<file path="config.mk">
export PLATFORM = sky130hd
export DESIGN_NAME = rtc_irq_ctl
export DESIGN_NICKNAME = d
export VERILOG_FILES = /design/src/rtl/irq_ctl_pkg.sv /design/src/rtl/irq_bus_gate.sv /design/src/rtl/irq_ctrl_reg.sv /design/src/rtl/irq_flag_bank.sv /design/src/rtl/irq_read_port.sv /design/src/rtl/rtc_irq_ctl.sv
export SDC_FILE = /design/constraint.sdc
export NUM_CORES = 1
export LEC_CHECK = 0
export BUFFER_PORTS_ARGS = -buffer_cell sky130_fd_sc_hd__buf_2
export CAP_MARGIN = 30
export CORE_UTILIZATION = 30
export DETAILED_ROUTE_END_ITERATION = 8
export MAX_ROUTING_LAYER = met4
export SLEW_MARGIN = 20
export SYNTH_ARGS = -nofsm -noshare
export SYNTH_HDL_FRONTEND = slang
export SYNTH_SLANG_ARGS = --single-unit
</file>
<file path="constraint.sdc">
create_clock -name clk -period 2.85 [get_ports clk]
set_input_delay 0.57 -clock clk [delete_from_list [all_inputs] [get_ports clk]]
set_output_delay 0.57 -clock clk [all_outputs]
set_load 0.02 [all_outputs]
</file>
<file path="src/rtl/irq_ctl_pkg.sv">
// Package: shared default sizes and register addresses for the interrupt
// flag and reset controller. Assumes a byte-wide register bus.
package irq_ctl_pkg;
    localparam int DATA_W    = 8;  // register data width
    localparam int N_EVT     = 3;  // periodic, alarm, update-ended
    localparam int ADDR_W    = 1;  // two registers
    localparam int CTRL_ADDR = 0;  // control register address
    localparam int STAT_ADDR = 1;  // status register address
endpackage

</file>
<file path="src/rtl/irq_bus_gate.sv">
// Module: irq_bus_gate
// Qualifies bus strobes with the supply flag and the external reset pin, and
// derives the pin-reset condition. Assumes strobes are single-cycle qualified
// by the caller; purely combinational.
module irq_bus_gate #(
    parameter int AW        = irq_ctl_pkg::ADDR_W,
    parameter int CTRL_ADDR = irq_ctl_pkg::CTRL_ADDR,
    parameter int STAT_ADDR = irq_ctl_pkg::STAT_ADDR
) (
    input  logic          ext_reset_n,
    input  logic          supply_ok,
    input  logic          reg_wr,
    input  logic          reg_rd,
    input  logic [AW-1:0] reg_addr,
    output logic          pin_reset,
    output logic          access_ok,
    output logic          ctrl_we,
    output logic          stat_clr,
    output logic          rd_en
);
    localparam logic [AW-1:0] CTRL_SEL = AW'(CTRL_ADDR);
    localparam logic [AW-1:0] STAT_SEL = AW'(STAT_ADDR);

    // Decode gating conditions and qualified strobes.
    always_comb begin
        pin_reset = supply_ok & ~ext_reset_n;
        access_ok = supply_ok & ext_reset_n;
        ctrl_we   = access_ok & reg_wr & (reg_addr == CTRL_SEL);
        stat_clr  = access_ok & reg_rd & (reg_addr == STAT_SEL);
        rd_en     = access_ok & reg_rd;
    end
endmodule

</file>
<file path="src/rtl/irq_ctrl_reg.sv">
// Module: irq_ctrl_reg
// Control register: per-event enables, square-wave enable, chip-enable-out
// level. Cleared by system reset or the qualified pin reset; chip-enable-out
// returns high. Assumes ctrl_we is already gated by bus access rules.
module irq_ctrl_reg #(
    parameter int DW = irq_ctl_pkg::DATA_W,
    parameter int NE = irq_ctl_pkg::N_EVT
) (
    input  logic          clk,
    input  logic          rst_n,
    input  logic          pin_reset,
    input  logic          access_ok,
    input  logic          ctrl_we,
    input  logic [DW-1:0] wr_data,
    output logic [NE-1:0] evt_en,
    output logic          sqw_en,
    output logic          ce_level
);
    localparam int SQW_POS = NE;
    localparam int CE_POS  = NE + 1;

    logic unused_wr_hi;
    assign unused_wr_hi = ^wr_data[DW-1:CE_POS+1];

    // Hold control bits; reset has priority over a write.
    always_ff @(posedge clk) begin
        if (!rst_n || pin_reset) begin
            evt_en   <= '0;
            sqw_en   <= 1'b0;
            ce_level <= 1'b1;
        end else if (ctrl_we) begin
            evt_en   <= wr_data[NE-1:0];
            sqw_en   <= wr_data[SQW_POS];
            ce_level <= wr_data[CE_POS];
        end
    end

    AST_CTRL_PIN_RESET: assert property (@(posedge clk) disable iff (!rst_n)
        pin_reset |=> (evt_en == '0 && !sqw_en && ce_level));
    AST_CTRL_WRITE: assert property (@(posedge clk) disable iff (!rst_n)
        ctrl_we |=> (evt_en == $past(wr_data[NE-1:0]) && sqw_en == $past(wr_data[SQW_POS])));
    AST_CTRL_NO_ACCESS: assert property (@(posedge clk) disable iff (!rst_n)
        (!access_ok && !pin_reset) |=> $stable({evt_en, sqw_en, ce_level}));
endmodule

</file>
<file path="src/rtl/irq_flag_bank.sv">
// Module: irq_flag_bank
// Sticky event flags, one per source, and the combined request. An event wins
// over a same-cycle clearing read; pin reset wins over everything. Assumes
// event inputs are single-cycle pulses from the timekeeping core.
module irq_flag_bank #(
    parameter int NE = irq_ctl_pkg::N_EVT
) (
    input  logic          clk,
    input  logic          rst_n,
    input  logic          pin_reset,
    input  logic          stat_clr,
    input  logic [NE-1:0] evt,
    input  logic [NE-1:0] evt_en,
    output logic [NE-1:0] flags,
    output logic          request
);
    // One flag cell per event source.
    for (genvar i = 0; i < NE; i++) begin : g_flag
        // Set on event, clear on status read, event takes priority.
        always_ff @(posedge clk) begin
            if (!rst_n || pin_reset)
                flags[i] <= 1'b0;
            else if (evt[i])
                flags[i] <= 1'b1;
            else if (stat_clr)
                flags[i] <= 1'b0;
        end
    end

    // Combined request: any flag with its enable set.
    always_comb request = |(flags & evt_en);

    AST_EVT_SETS_FLAG: assert property (@(posedge clk) disable iff (!rst_n)
        !pin_reset |=> ((flags & $past(evt)) == $past(evt)));
    AST_EVT_BEATS_CLEAR: assert property (@(posedge clk) disable iff (!rst_n)
        (stat_clr && evt != '0 && !pin_reset) |=> (flags == $past(evt)));
    AST_FLAG_STICKY: assert property (@(posedge clk) disable iff (!rst_n)
        (!stat_clr && !pin_reset) |=> ((flags & $past(flags)) == $past(flags)));
    AST_FLAG_PIN_RESET: assert property (@(posedge clk) disable iff (!rst_n)
        pin_reset |=> (flags == '0));
endmodule

</file>
<file path="src/rtl/irq_read_port.sv">
// Module: irq_read_port
// Registered read mux for the control and status registers. Status places
// the combined request in the top bit. Assumes rd_en is already gated.
module irq_read_port #(
    parameter int DW        = irq_ctl_pkg::DATA_W,
    parameter int NE        = irq_ctl_pkg::N_EVT,
    parameter int AW        = irq_ctl_pkg::ADDR_W,
    parameter int CTRL_ADDR = irq_ctl_pkg::CTRL_ADDR,
    parameter int STAT_ADDR = irq_ctl_pkg::STAT_ADDR
) (
    input  logic          clk,
    input  logic          rst_n,
    input  logic          access_ok,
    input  logic          rd_en,
    input  logic [AW-1:0] reg_addr,
    input  logic [NE-1:0] evt_en,
    input  logic          sqw_en,
    input  logic          ce_level,
    input  logic [NE-1:0] flags,
    input  logic          request,
    output logic [DW-1:0] rd_data
);
    localparam int REQ_POS = DW - 1;
    localparam logic [AW-1:0] CTRL_SEL = AW'(CTRL_ADDR);
    localparam logic [AW-1:0] STAT_SEL = AW'(STAT_ADDR);

    logic [DW-1:0] rd_next;

    // Select the addressed register image.
    always_comb begin
        rd_next = '0;
        if (reg_addr == CTRL_SEL) begin
            rd_next[NE-1:0] = evt_en;
            rd_next[NE]     = sqw_en;
            rd_next[NE+1]   = ce_level;
        end else if (reg_addr == STAT_SEL) begin
            rd_next[NE-1:0] = flags;
            rd_next[REQ_POS] = request;
        end
    end

    // Capture read data on a qualified read strobe.
    always_ff @(posedge clk) begin
        if (!rst_n)
            rd_data <= '0;
        else if (rd_en)
            rd_data <= rd_next;
    end

    AST_RD_BLOCKED: assert property (@(posedge clk) disable iff (!rst_n)
        !access_ok |=> $stable(rd_data));
endmodule

</file>
<file path="src/rtl/rtc_irq_ctl.sv">
// Module: rtc_irq_ctl
// Top of the interrupt flag and reset controller. Wires the bus gate, the
// control register, the flag bank and the read port. Assumes the interrupt
// pin is open-drain outside: irq_drive_low=1 pulls it low.
module rtc_irq_ctl #(
    parameter int DW = irq_ctl_pkg::DATA_W,
    parameter int NE = irq_ctl_pkg::N_EVT,
    parameter int AW = irq_ctl_pkg::ADDR_W
) (
    input  logic          clk,
    input  logic          rst_n,
    input  logic          ext_reset_n,
    input  logic          supply_ok,
    input  logic          evt_periodic,
    input  logic          evt_alarm,
    input  logic          evt_update,
    input  logic          reg_wr,
    input  logic          reg_rd,
    input  logic [AW-1:0] reg_addr,
    input  logic [DW-1:0] wr_data,
    output logic [DW-1:0] rd_data,
    output logic          irq_drive_low,
    output logic          sqw_en,
    output logic          chip_en_out
);
    logic          pin_reset, access_ok, ctrl_we, stat_clr, rd_en;
    logic [NE-1:0] evt_vec, evt_en, flags;
    logic          request;

    // Gather event pulses into a vector (bit 0 periodic, 1 alarm, 2 update).
    always_comb begin
        evt_vec    = '0;
        evt_vec[0] = evt_periodic;
        evt_vec[1] = evt_alarm;
        evt_vec[2] = evt_update;
    end

    irq_bus_gate #(.AW(AW)) i_gate (
        .ext_reset_n (ext_reset_n),
        .supply_ok   (supply_ok),
        .reg_wr      (reg_wr),
        .reg_rd      (reg_rd),
        .reg_addr    (reg_addr),
        .pin_reset   (pin_reset),
        .access_ok   (access_ok),
        .ctrl_we     (ctrl_we),
        .stat_clr    (stat_clr),
        .rd_en       (rd_en)
    );

    irq_ctrl_reg #(.DW(DW), .NE(NE)) i_ctrl (
        .clk       (clk),
        .rst_n     (rst_n),
        .pin_reset (pin_reset),
        .access_ok (access_ok),
        .ctrl_we   (ctrl_we),
        .wr_data   (wr_data),
        .evt_en    (evt_en),
        .sqw_en    (sqw_en),
        .ce_level  (chip_en_out)
    );

    irq_flag_bank #(.NE(NE)) i_flags (
        .clk       (clk),
        .rst_n     (rst_n),
        .pin_reset (pin_reset),
        .stat_clr  (stat_clr),
        .evt       (evt_vec),
        .evt_en    (evt_en),
        .flags     (flags),
        .request   (request)
    );

    irq_read_port #(.DW(DW), .NE(NE), .AW(AW)) i_rd (
        .clk       (clk),
        .rst_n     (rst_n),
        .access_ok (access_ok),
        .rd_en     (rd_en),
        .reg_addr  (reg_addr),
        .evt_en    (evt_en),
        .sqw_en    (sqw_en),
        .ce_level  (chip_en_out),
        .flags     (flags),
        .request   (request),
        .rd_data   (rd_data)
    );

    // Drive the open-drain enable from the combined request.
    always_comb irq_drive_low = request;

    AST_IRQ_RELEASE: assert property (@(posedge clk) disable iff (!rst_n)
        (stat_clr && evt_vec == '0) |=> !irq_drive_low);
    AST_IRQ_RAISE: assert property (@(posedge clk) disable iff (!rst_n)
        (!pin_reset && !ctrl_we && (evt_vec & evt_en) != '0) |=> irq_drive_low);
    AST_BROWNOUT_HOLD: assert property (@(posedge clk) disable iff (!rst_n)
        !supply_ok |=> $stable({sqw_en, chip_en_out, irq_drive_low}));
endmodule

</file>
==> flow_metrics.tcl <==
set metrics [dict create \
    start_util_pct 31.8 \
    switching_share_pct 24.4 \
    crit_start "i_flags.flags[0]" \
    routedWlPerCell_um 10.8 \
    p_int_w 0.000300 \
    drc 0 \
    port_buffers 23 \
    switchingPower_w 0.0000967 \
    synth_area_leader_cell "dfxtp_1" \
    via_per_inst 4.58 \
    min_period_ns 1.86 \
    syn2layout_area_growth_pct 24.4 \
    cts_max_level 1 \
    cap_violations 0 \
    crit_end "irq_drive_low" \
    die_x_um 47.6 \
    power_frac_comb_pct 11.6 \
    synth_edf_count 0 \
    core_area_um2 1960 \
    final_area_um2 777 \
    post_cts_buffers 0 \
    clock_power_share_pct 36.3 \
    ff2ff_path_depth 2 \
    cts-root-buf "clkbuf_4" \
    rrSetupSlack_ns 1.85 \
    synth_area_leaders "dfxtp_1 (45%), mux2i_1 (11%), o211a_1 (4.8%)" \
    ys_ff_latch 14 \
    ys_seq_area_share_pct 44.9 \
    hpwl_um 940 \
    cp_max_fo 3 \
    yosysMostFrequentCell "dfxtp_1" \
    synth_top_area_share_pct 44.9 \
    synth_common_cells "dfxtp_1 (14), nor2_1 (8), mux2i_1 (7)" \
    gr-total-overflow 0 \
    hold_violations 0 \
    finalPower_w 0.000397 \
    wirelength_mm 1.22 \
    hold_buffers 0 \
    hp-class "flop to flop" \
    drt_pass1_iterations 4 \
    clock-sinks 14 \
    cts.clk_slew.worst_paths_ns 0.08 \
    clock_latency_ns 0.28 \
    fin_tns_setup_ns 0 \
    worstSetupPathType "flop to output port" \
    outcome "finished, final reports clean" \
    p_per_area_nw_per_um2 510 \
    synth.distinct_cells 21 \
    grt_pass1_vias 449 \
    nNetsFinal 105 \
    required_ns 2.28 \
    seqPwrFrac_pct 52.1 \
    drive_gt1_share_pct 38.4 \
    dieArea_um2 2270 \
    crit_chain "a222oi_1 > inv_1 > buf_2" \
    syn_avg_cell_area_um2 9.91 \
    grtUsageTotal_pct 13.3 \
    yosysWarnings 0 \
    finClkSkew_ns 0.00462 \
    clock.fmax_ghz 0.539 \
    slew_violations 0 \
    fp.dieH_um 47.6 \
    worst_setup_path_start_kind "flop" \
    cpPeakStageDelay_ns 0.44 \
    finalCritPeriodShare_pct 65.1 \
    grt_start_max_net_pins 10 \
    power_leakage_nw 0.431 \
    setup_violations 0 \
    critPathArrivalTime_ns 1.29 \
    grt_first_pass_wirelength_mm 1.91 \
    cts_tree "done" \
    antenna_found_initial 0 \
    reg2reg_to "i_rd.rd_data[7]" \
    final_antenna_net_count 0 \
    antenna_cells 0 \
    critPathCaptureType "output port" \
    ir_drop_mv 0.158 \
    rsz0062_at_grt "no" \
    synth_ff_type "dfxtp_1" \
    fp-row-count 16 \
    syn_inst 63 \
    cp_slowest_cell "a222oi_1" \
    io_pins 29 \
    cts_resized 0 \
    place_area_um2 741 \
    synth_area_um2 624 \
    drt-initial-drc-count 9 \
    async_flop_share_pct 0 \
    clk_path_buf_depth 2 \
    worstHoldStart "i_rd.rd_data[7]" \
    gp_congestion 0.646 \
    numCtsBuffers 3 \
    vias 518 \
    r2r-start "i_flags.flags[0]" \
]
worst max-delay path: cells and delay by family (launching register included):
kind                   cells  cell delay, ns
AO/OA/AOI/OAI              1            0.44
flip-flops                 1            0.33
buffers and inverters      2            0.24
registers in the layout (all words and copies together) (netlist names):
name and flops:
i_rd.rd_data 6, i_flags.flags 3, i_ctrl.sqw_en 1, i_ctrl.evt_en 3, i_ctrl.ce_level 1
layer usage:
metal	GRT usage [%]	wire (um)	vias to the layer above	share of wire (%)
li1	-	-	262	-
met1	13.8	551	233	45
met2	21.9	575	19	47
met3	3.02	59	4	4.8
met4	10.0	36	0	2.9
met5	-	0	-	0
worst min path at each step:
| stage | end | cells past startpoint |
|---|---|---|
| finish | i_rd.rd_data[7] | 2 |
| global route | i_rd.rd_data[7] | 2 |
| CTS | i_rd.rd_data[7] | 2 |
| detailed placement | i_rd.rd_data[3] | 2 |
| global placement | i_rd.rd_data[3] | 2 |
| floorplan | i_flags.flags[1] | 2 |
cell families after synthesis:
kind of cell,share of synthesized area (%)
simple gates,19.6
mux,11.2
buf+inv,7.61
flops,44.9
compound gates,16.0
other cells,0.601
cells in the final DEF, fill, tap and decap left out:
| cell type | netlist | final |
|---|---|---|
| conb_1 | 1 | 2 |
| clkbuf_8 | 0 | 1 |
| o21ai_2 | 1 | 1 |
| nand4b_4 | 1 | 1 |
| a222oi_1 | 1 | 1 |
| a21oi_1 | 3 | 3 |
| nand2_1 | 5 | 5 |
| inv_1 | 3 | 3 |
| mux2i_1 | 7 | 7 |
| o211a_1 | 3 | 3 |
| nand3b_2 | 2 | 2 |
| nor2_1 | 8 | 8 |
| and3_1 | 1 | 1 |
| o21ai_1 | 1 | 1 |
| nand3_1 | 3 | 3 |
| a21boi_2 | 2 | 2 |
| a211o_1 | 1 | 1 |
| nand4_1 | 1 | 1 |
| buf_2 | 2 | 23 |
| dfxtp_1 | 14 | 14 |
| clkbuf_4 | 0 | 3 |
final cells by class:
cell class	count	area, um2
clock buffers	4	36.3
fillers	214	1180
inverters	3	11.3
multi-input cells	42	300
flip-flops and latches	14	280
well taps	27	33.8
repair buffers	23	115
power groups by stage:
stage          Sequential, W  Combinational [W]  Clock, W
3_3_place_gp        0.000211          0.0000457         0
2_1_floorplan       0.000214          0.0000276         0
3_5_place_dp        0.000211          0.0000465         0
6_report            0.000207          0.0000459  0.000144
4_1_cts             0.000207          0.0000467  0.000149
5_1_grt             0.000207          0.0000516  0.000160
through the flow:
stage	util, %	hold WS (ns)	setup WS (ns)	cells
6_report	39.6	0.457	0.994	113
5_1_grt	39.6	0.482	0.948	113
2_1_floorplan	-	0.473	1.44	64
3_3_place_gp	37.8	0.443	1.31	109
4_1_cts	39.6	0.463	0.997	113
3_5_place_dp	37.8	0.452	1.32	109
(Power assumes the default switching activity.)
